[config.mk]
export PLATFORM = sky130hd
export DESIGN_NAME = tdm_slot_scheduler
export DESIGN_NICKNAME = d
export VERILOG_FILES = /design/src/rtl/tdm_slot_pkg.sv /design/src/rtl/tdm_slot_ctrl.sv /design/src/rtl/tdm_slot_datapath.sv /design/src/rtl/tdm_slot_scheduler.sv
export SDC_FILE = /design/constraint.sdc
export NUM_CORES = 2
export LEC_CHECK = 0
export BUFFER_PORTS_ARGS = -buffer_cell sky130_fd_sc_hd__buf_2
export CORE_MARGIN = 3
export CORE_UTILIZATION = 45
export DETAILED_ROUTE_END_ITERATION = 6
export PLACE_DENSITY = 0.69
export SYNTH_ARGS = -nofsm -noshare
export SYNTH_HDL_FRONTEND = slang
export SYNTH_SLANG_ARGS = --single-unit
[constraint.sdc]
create_clock -name clk -period 51.8 [get_ports clk]
set_clock_uncertainty 0.2 [all_clocks]
set_input_delay 10.36 -clock clk [delete_from_list [all_inputs] [get_ports clk]]
set_output_delay 10.36 -clock clk [all_outputs]
set_load 0.05 [all_outputs]
[src/rtl/tdm_slot_pkg.sv]
package tdm_slot_pkg;

  // Strobes from control to datapath, one per action in a cycle.
  typedef struct packed {
    logic loadWe;   // copy romData into the table at the load address
    logic cmdWe;    // accept a command write
    logic readEn;   // fetch the code of the upcoming slot
    logic decide;   // turn the fetched code into a grant or fill
  } schedStrobe_t;

endpackage

[src/rtl/tdm_slot_ctrl.sv]
module tdm_slot_ctrl
  import tdm_slot_pkg::*;
#(
  parameter int NUM_SLOTS   = 1300,
  parameter int SLOT_CYCLES = 16,
  localparam int IDX_W      = $clog2(NUM_SLOTS),
  localparam int TIMER_W    = (SLOT_CYCLES > 2) ? $clog2(SLOT_CYCLES) : 1
) (
  input  logic             clk,
  input  logic             rstN,
  input  logic             cmdWrite,
  output logic [IDX_W-1:0] loadAddr,
  output logic [IDX_W-1:0] readAddr,
  output logic             cmdReady,
  output schedStrobe_t     strobe
);

  localparam logic [IDX_W-1:0]   LAST_SLOT  = IDX_W'(NUM_SLOTS - 1);
  localparam logic [TIMER_W-1:0] LAST_TICK  = TIMER_W'(SLOT_CYCLES - 1);
  localparam logic [TIMER_W-1:0] READ_TICK  = TIMER_W'(0);
  localparam logic [TIMER_W-1:0] DECIDE_TICK = TIMER_W'(1);

  logic               loading;
  logic [IDX_W-1:0]   loadCnt;
  logic [TIMER_W-1:0] slotTimer;
  logic [IDX_W-1:0]   slotIdx;

  // Copy sequencer: one table entry per clock.
  always_ff @(posedge clk or negedge rstN) begin
    if (!rstN) begin
      loading <= 1'b1;
      loadCnt <= '0;
    end else if (loading) begin
      if (loadCnt == LAST_SLOT) loading <= 1'b0;
      else                      loadCnt <= loadCnt + 1'b1;
    end
  end

  // Slot timer and slot index, running only once the table is filled.
  always_ff @(posedge clk or negedge rstN) begin
    if (!rstN) begin
      slotTimer <= '0;
      slotIdx   <= '0;
    end else if (!loading) begin
      slotTimer <= (slotTimer == LAST_TICK) ? '0 : slotTimer + 1'b1;
      if (slotTimer == DECIDE_TICK)
        slotIdx <= (slotIdx == LAST_SLOT) ? '0 : slotIdx + 1'b1;
    end
  end

  always_comb begin
    strobe        = '0;
    strobe.loadWe = loading;
    strobe.cmdWe  = cmdWrite && !loading;
    strobe.readEn = !loading && (slotTimer == READ_TICK);
    strobe.decide = !loading && (slotTimer == DECIDE_TICK);
  end

  assign loadAddr = loadCnt;
  assign readAddr = slotIdx;
  assign cmdReady = !loading;

  AST_INDEX_WRAP: assert property (@(posedge clk) disable iff (!rstN)
    (strobe.decide && slotIdx == LAST_SLOT) |=> (slotIdx == '0));

  AST_INDEX_STEP: assert property (@(posedge clk) disable iff (!rstN)
    (strobe.decide && slotIdx != LAST_SLOT) |=> (slotIdx == $past(slotIdx) + 1'b1));

  AST_NO_DECIDE_IN_LOAD: assert property (@(posedge clk) disable iff (!rstN)
    !cmdReady |-> !(strobe.decide || strobe.readEn));

  AST_READY_AFTER_LAST: assert property (@(posedge clk) disable iff (!rstN)
    $rose(cmdReady) |-> ($past(loadAddr) == LAST_SLOT));

  AST_NO_CMD_IN_LOAD: assert property (@(posedge clk) disable iff (!rstN)
    strobe.loadWe |-> !strobe.cmdWe);

endmodule

[src/rtl/tdm_slot_datapath.sv]
module tdm_slot_datapath
  import tdm_slot_pkg::*;
#(
  parameter int NUM_SLOTS = 1300,
  parameter int NUM_PORTS = 6,
  parameter int CODE_W    = 3,
  localparam int IDX_W    = $clog2(NUM_SLOTS),
  localparam int PORT_W   = $clog2(NUM_PORTS),
  localparam int CODE_NUM = 1 << CODE_W
) (
  input  logic                 clk,
  input  logic                 rstN,
  input  schedStrobe_t         strobe,
  input  logic [IDX_W-1:0]     loadAddr,
  input  logic [IDX_W-1:0]     readAddr,
  input  logic [CODE_W-1:0]    romData,
  input  logic [IDX_W-1:0]     cmdAddr,
  input  logic [CODE_W-1:0]    cmdData,
  input  logic [NUM_PORTS-1:0] portReady,
  output logic                 slotStart,
  output logic                 grantValid,
  output logic [PORT_W-1:0]    grantPort,
  output logic                 fillReq
);

  logic [CODE_W-1:0]   table_q [NUM_SLOTS];
  logic [CODE_W-1:0]   rdCode;
  logic [CODE_NUM-1:0] readyByCode;
  logic                takeIt;

  // Codes beyond the channel count never see a ready flag.
  for (genvar c = 0; c < CODE_NUM; c++) begin : g_code_ready
    if (c < NUM_PORTS) begin : g_port
      assign readyByCode[c] = portReady[c];
    end else begin : g_fill
      assign readyByCode[c] = 1'b0;
    end
  end

  // Single write port: the copy owns it while running, commands afterwards.
  always_ff @(posedge clk) begin
    if (strobe.loadWe)     table_q[loadAddr] <= romData;
    else if (strobe.cmdWe) table_q[cmdAddr]  <= cmdData;
  end

  // Registered read: a same-edge write to this entry is seen next pass.
  always_ff @(posedge clk or negedge rstN) begin
    if (!rstN)              rdCode <= '0;
    else if (strobe.readEn) rdCode <= table_q[readAddr];
  end

  assign takeIt = readyByCode[rdCode];

  always_ff @(posedge clk or negedge rstN) begin
    if (!rstN) begin
      slotStart  <= 1'b0;
      grantValid <= 1'b0;
      grantPort  <= '0;
      fillReq    <= 1'b0;
    end else begin
      slotStart <= strobe.decide;
      if (strobe.decide) begin
        grantValid <= takeIt;
        fillReq    <= !takeIt;
        grantPort  <= takeIt ? PORT_W'(rdCode) : '0;
      end
    end
  end

  AST_GRANT_XOR_FILL: assert property (@(posedge clk) disable iff (!rstN)
    slotStart |-> (grantValid != fillReq));

  AST_GRANT_NEEDS_READY: assert property (@(posedge clk) disable iff (!rstN)
    (slotStart && grantValid) |-> ((($past(portReady) >> grantPort) & NUM_PORTS'(1)) != '0));

  AST_BAD_CODE_FILLS: assert property (@(posedge clk) disable iff (!rstN)
    (slotStart && (32'(rdCode) >= NUM_PORTS)) |-> fillReq);

  AST_PULSE_ONE_CYCLE: assert property (@(posedge clk) disable iff (!rstN)
    slotStart |=> !slotStart);

  AST_HOLD_BETWEEN: assert property (@(posedge clk) disable iff (!rstN)
    !slotStart |-> ($stable(grantValid) && $stable(fillReq) && $stable(grantPort)));

endmodule

[src/rtl/tdm_slot_scheduler.sv]
module tdm_slot_scheduler
  import tdm_slot_pkg::*;
#(
  parameter int NUM_SLOTS   = 1300,
  parameter int NUM_PORTS   = 6,
  parameter int CODE_W      = 3,
  parameter int SLOT_CYCLES = 16,
  localparam int IDX_W      = $clog2(NUM_SLOTS),
  localparam int PORT_W     = $clog2(NUM_PORTS)
) (
  input  logic                 clk,
  input  logic                 rstN,
  input  logic [NUM_PORTS-1:0] portReady,
  output logic [IDX_W-1:0]     romAddr,
  input  logic [CODE_W-1:0]    romData,
  input  logic                 cmdWrite,
  input  logic [IDX_W-1:0]     cmdAddr,
  input  logic [CODE_W-1:0]    cmdData,
  output logic                 cmdReady,
  output logic                 slotStart,
  output logic                 grantValid,
  output logic [PORT_W-1:0]    grantPort,
  output logic                 fillReq
);

  schedStrobe_t     strobe;
  logic [IDX_W-1:0] loadAddr;
  logic [IDX_W-1:0] readAddr;

  tdm_slot_ctrl #(
    .NUM_SLOTS  (NUM_SLOTS),
    .SLOT_CYCLES(SLOT_CYCLES)
  ) u_ctrl (
    .clk     (clk),
    .rstN    (rstN),
    .cmdWrite(cmdWrite),
    .loadAddr(loadAddr),
    .readAddr(readAddr),
    .cmdReady(cmdReady),
    .strobe  (strobe)
  );

  tdm_slot_datapath #(
    .NUM_SLOTS(NUM_SLOTS),
    .NUM_PORTS(NUM_PORTS),
    .CODE_W   (CODE_W)
  ) u_dp (
    .clk       (clk),
    .rstN      (rstN),
    .strobe    (strobe),
    .loadAddr  (loadAddr),
    .readAddr  (readAddr),
    .romData   (romData),
    .cmdAddr   (cmdAddr),
    .cmdData   (cmdData),
    .portReady (portReady),
    .slotStart (slotStart),
    .grantValid(grantValid),
    .grantPort (grantPort),
    .fillReq   (fillReq)
  );

  assign romAddr = loadAddr;

  AST_RESET_QUIET: assert property (@(posedge clk) disable iff (!rstN)
    !cmdReady |-> !slotStart);

endmodule

==> impl_metrics.env <==
export IMPL_status="finished, violations left"
export IMPL_violations="DRC"
export IMPL_startpoint_type="primary input"
export IMPL_synth_warnings=0
export IMPL_gp_congestion=0.879
export IMPL_synthToLayoutAreaGrowth_pct=11.4
export IMPL_slew_viol_final=0
export IMPL_cts_sinks=3936
export IMPL_clk_path_buf_depth=4
export IMPL_cts_inserted_buffers=388
export IMPL_post_route_drc_count=1
export IMPL_vias=83025
export IMPL_hpwl_mm=249
export IMPL_synth_flop_cell="edfxtp_1"
export IMPL_hold_path_class="reg -> reg"
export IMPL_initial_core_util=0.453
export IMPL_arrival_ps=15460
export IMPL_grt_start_max_net_pins=233
export IMPL_drtIter0Drc=12737
export IMPL_synth_area_sq_mm=0.157
export IMPL_synth_seq_cells=3936
export IMPL_slew_headroom=0.0550
export IMPL_stdcell_count=13046
export IMPL_grt_usage=0.241
export IMPL_cts_resized=0
export IMPL_htreeDepth=5
export IMPL_grt_pass1_vias=82831
export IMPL_dpl_cell_count=12320
export IMPL_comb_power_share=0.016
export IMPL_final_common_cell="edfxtp_1"
export IMPL_overflow=0
export IMPL_clk_pin_slew_worst_paths_ps=60
export IMPL_stdcell_area_sq_mm=0.175
export IMPL_fp_row_count=216
export IMPL_cts_tree="built"
export IMPL_pwr_share_clk=0.435
export IMPL_p_seq_frac=0.549
export IMPL_num_io_pins=44
export IMPL_register_area_sq_mm=0.118
export IMPL_min_period_ps=15080
export IMPL_crit_type="in -> reg"
export IMPL_drive_gt1_frac=0.231
export IMPL_synthDistinctLibCells=76
export IMPL_r2r_slack_ps=44920
export IMPL_switching_share=0.205
export IMPL_drt_wl_total_mm=435
export IMPL_clk_latency_ps=940
export IMPL_port_buffers=43
export IMPL_power_switching_mw=1.32
export IMPL_first_pass_iters=7
export IMPL_fp_dieW_microns=597
export IMPL_synthArstFlopShare=0.00915
export IMPL_die_y_microns=597
export IMPL_period_share=0.291
export IMPL_fillers=26899
export IMPL_final_cell_mix="3900 x edfxtp_1, 1373 x nor2_1, 1020 x mux4_2, 390 x clkbuf_16, 222 x mux2i_1"
export IMPL_required_ps=52180
export IMPL_multi_input_area_sq_mm=0.0368
export IMPL_yosysSeqAreaShare=0.750
export IMPL_clock_root_buffer="clkbuf_16"
export IMPL_antenna_found_initial=28
export IMPL_max_freq_mhz=66.3
export IMPL_r2r_start="u_ctrl.readAddr[0]$_DFFE_PN0P_"
export IMPL_wire_per_inst_microns=33.3
export IMPL_syn_num_nets=8127
export IMPL_place_area_sq_mm=0.163
export IMPL_setup_viol=0
export IMPL_grt_setup_unrepaired="false"
export IMPL_avgSynthCellArea_sq_um=19.4
export IMPL_worst_hold_startpoint="u_dp.grantValid$_DFFE_PN0P_"
export IMPL_end_kind="register"
export IMPL_synth_edf_count=3900
export IMPL_worst_pin_slew_ps=1410
export IMPL_power_density_mw_per_mm2=36.7
export IMPL_crit_start="cmdWrite"
export IMPL_timing_setup_tns_ps=0
export IMPL_ir_worst_vdd_mv=0.0315
export IMPL_coreArea_sq_mm=0.347
export IMPL_holdBufCountCts=0
export IMPL_cap_viol_max_count=0
export IMPL_hold_viol_final=0
export IMPL_die_area_sq_mm=0.357
export IMPL_p_int_mw=5.11
export IMPL_postRouteAntennaNets=0
export IMPL_grt_pass1_wl_mm=617
export IMPL_post_cts_setup_buffers=0
export IMPL_synthCells=8096
export IMPL_leakage_nw=54.6
export IMPL_layout_nets=8165
export IMPL_cp_max_fo=229
export IMPL_viasPerCell=6.36
[final timing paths]
path | end | cells past startpoint
min in group asynchronous | u_ctrl.readAddr[9]$_DFFE_PN0P_ | 1
hold / removal | u_dp.grantValid$_DFFE_PN0P_ | 1
setup reg to reg | u_dp.rdCode[0]$_DFFE_PN0P_ | 11
setup / recovery | u_dp.table_q[184][2]$_DFFE_PP_ | 8
max in group asynchronous | u_ctrl.readAddr[4]$_DFFE_PN0P_ | 1
hold reg to reg | u_dp.grantValid$_DFFE_PN0P_ | 1
[cell type report]
type / instances / area share
diodes: 10 / 0.000143
clock buffers: 466 / 0.0577
clock inverters: 248 / 0.0143
inverters: 16 / 0.000400
multi-input cells: 3538 / 0.210
flip-flops and latches: 3936 / 0.673
well taps: 4578 / 0.0327
repair buffers: 254 / 0.0116
[power groups by stage]
stage | registers (mW) | logic (mW) | clock network [mW]
finish | 3.53 | 0.102 | 2.80
global route | 3.53 | 0.109 | 2.96
CTS | 3.53 | 0.102 | 2.82
detailed placement | 3.60 | 0.102 | 0
global placement | 3.60 | 0.0976 | 0
floorplan | 3.73 | 0.0438 | 0
[logic make-up after synthesis]
logic type               share of synthesized area
adder cells (fa/ha/maj)                   0.000398
XOR/XNOR                                  0.000890
multiplexers                                 0.164
AND/OR/NAND/NOR                             0.0470
flip-flops                                   0.750
AO/OA/AOI/OAI                               0.0179
buffers and inverters                       0.0195
[routing by layer]
metal / track usage / routed length (microns)
met1: 0.324 / 156000
met2: 0.373 / 202000
met3: 0.0588 / 51700
met4: 0.113 / 24000
met5: 0.00203 / 238
[flip-flops by register name, summed over array words and instances, names as in the netlist]
name              cells
u_ctrl.loadAddr      11
u_ctrl.loading        1
u_ctrl.readAddr      11
u_ctrl.slotTimer      4
u_dp.fillReq          1
u_dp.grantPort        3
u_dp.grantValid       1
u_dp.rdCode           3
u_dp.slotStart        1
u_dp.table_q       3900
[cell usage after synthesis, drive strengths merged, types with 7 or more instances]
cell / n / area share
nor2b: 11 / 0.00044
o21ai: 39 / 0.0012
mux4: 1033 / 0.15
xnor2: 14 / 0.00078
nor3b: 7 / 0.00033
a32oi: 8 / 0.00045
a31oi: 20 / 0.00080
o221ai: 30 / 0.0017
mux2: 30 / 0.0021
o22ai: 38 / 0.0015
nand2b: 17 / 0.00068
a211oi: 14 / 0.00067
a21oi: 76 / 0.0024
dfrtp: 35 / 0.0056
inv: 13 / 0.00031
buf: 292 / 0.012
a22o: 16 / 0.00089
nand4: 10 / 0.00040
a221oi: 16 / 0.00089
edfxtp: 3900 / 0.74
nor4: 9 / 0.00036
mux2i: 222 / 0.014
and2: 15 / 0.00060
nand2: 214 / 0.0051
clkbuf: 314 / 0.0075
and3: 11 / 0.00044
o31ai: 7 / 0.00033
nor2: 1385 / 0.033
o211ai: 9 / 0.00043
nand3b: 9 / 0.00043
nor3: 33 / 0.0010
a22oi: 71 / 0.0034
nand3: 81 / 0.0026
[critical path, cell delays in order]
cell and delay (ps):
buf_2 120, nand2_1 490, nand2_1 230, nand2_4 860, buf_12 690, buf_4 770, buf_12 640, buf_4 860
[stage by stage]
step	util	total power, mW	hold WS (ps)	setup slack (ps)
floorplan	-	3.77	270	21710
global placement	0.468	3.69	264	35880
detailed placement	0.468	3.70	279	35640
CTS	0.505	6.45	293	36640
global route	0.505	6.59	304	36250
finish	0.505	6.43	288	36720
(Power assumes the default switching activity.)
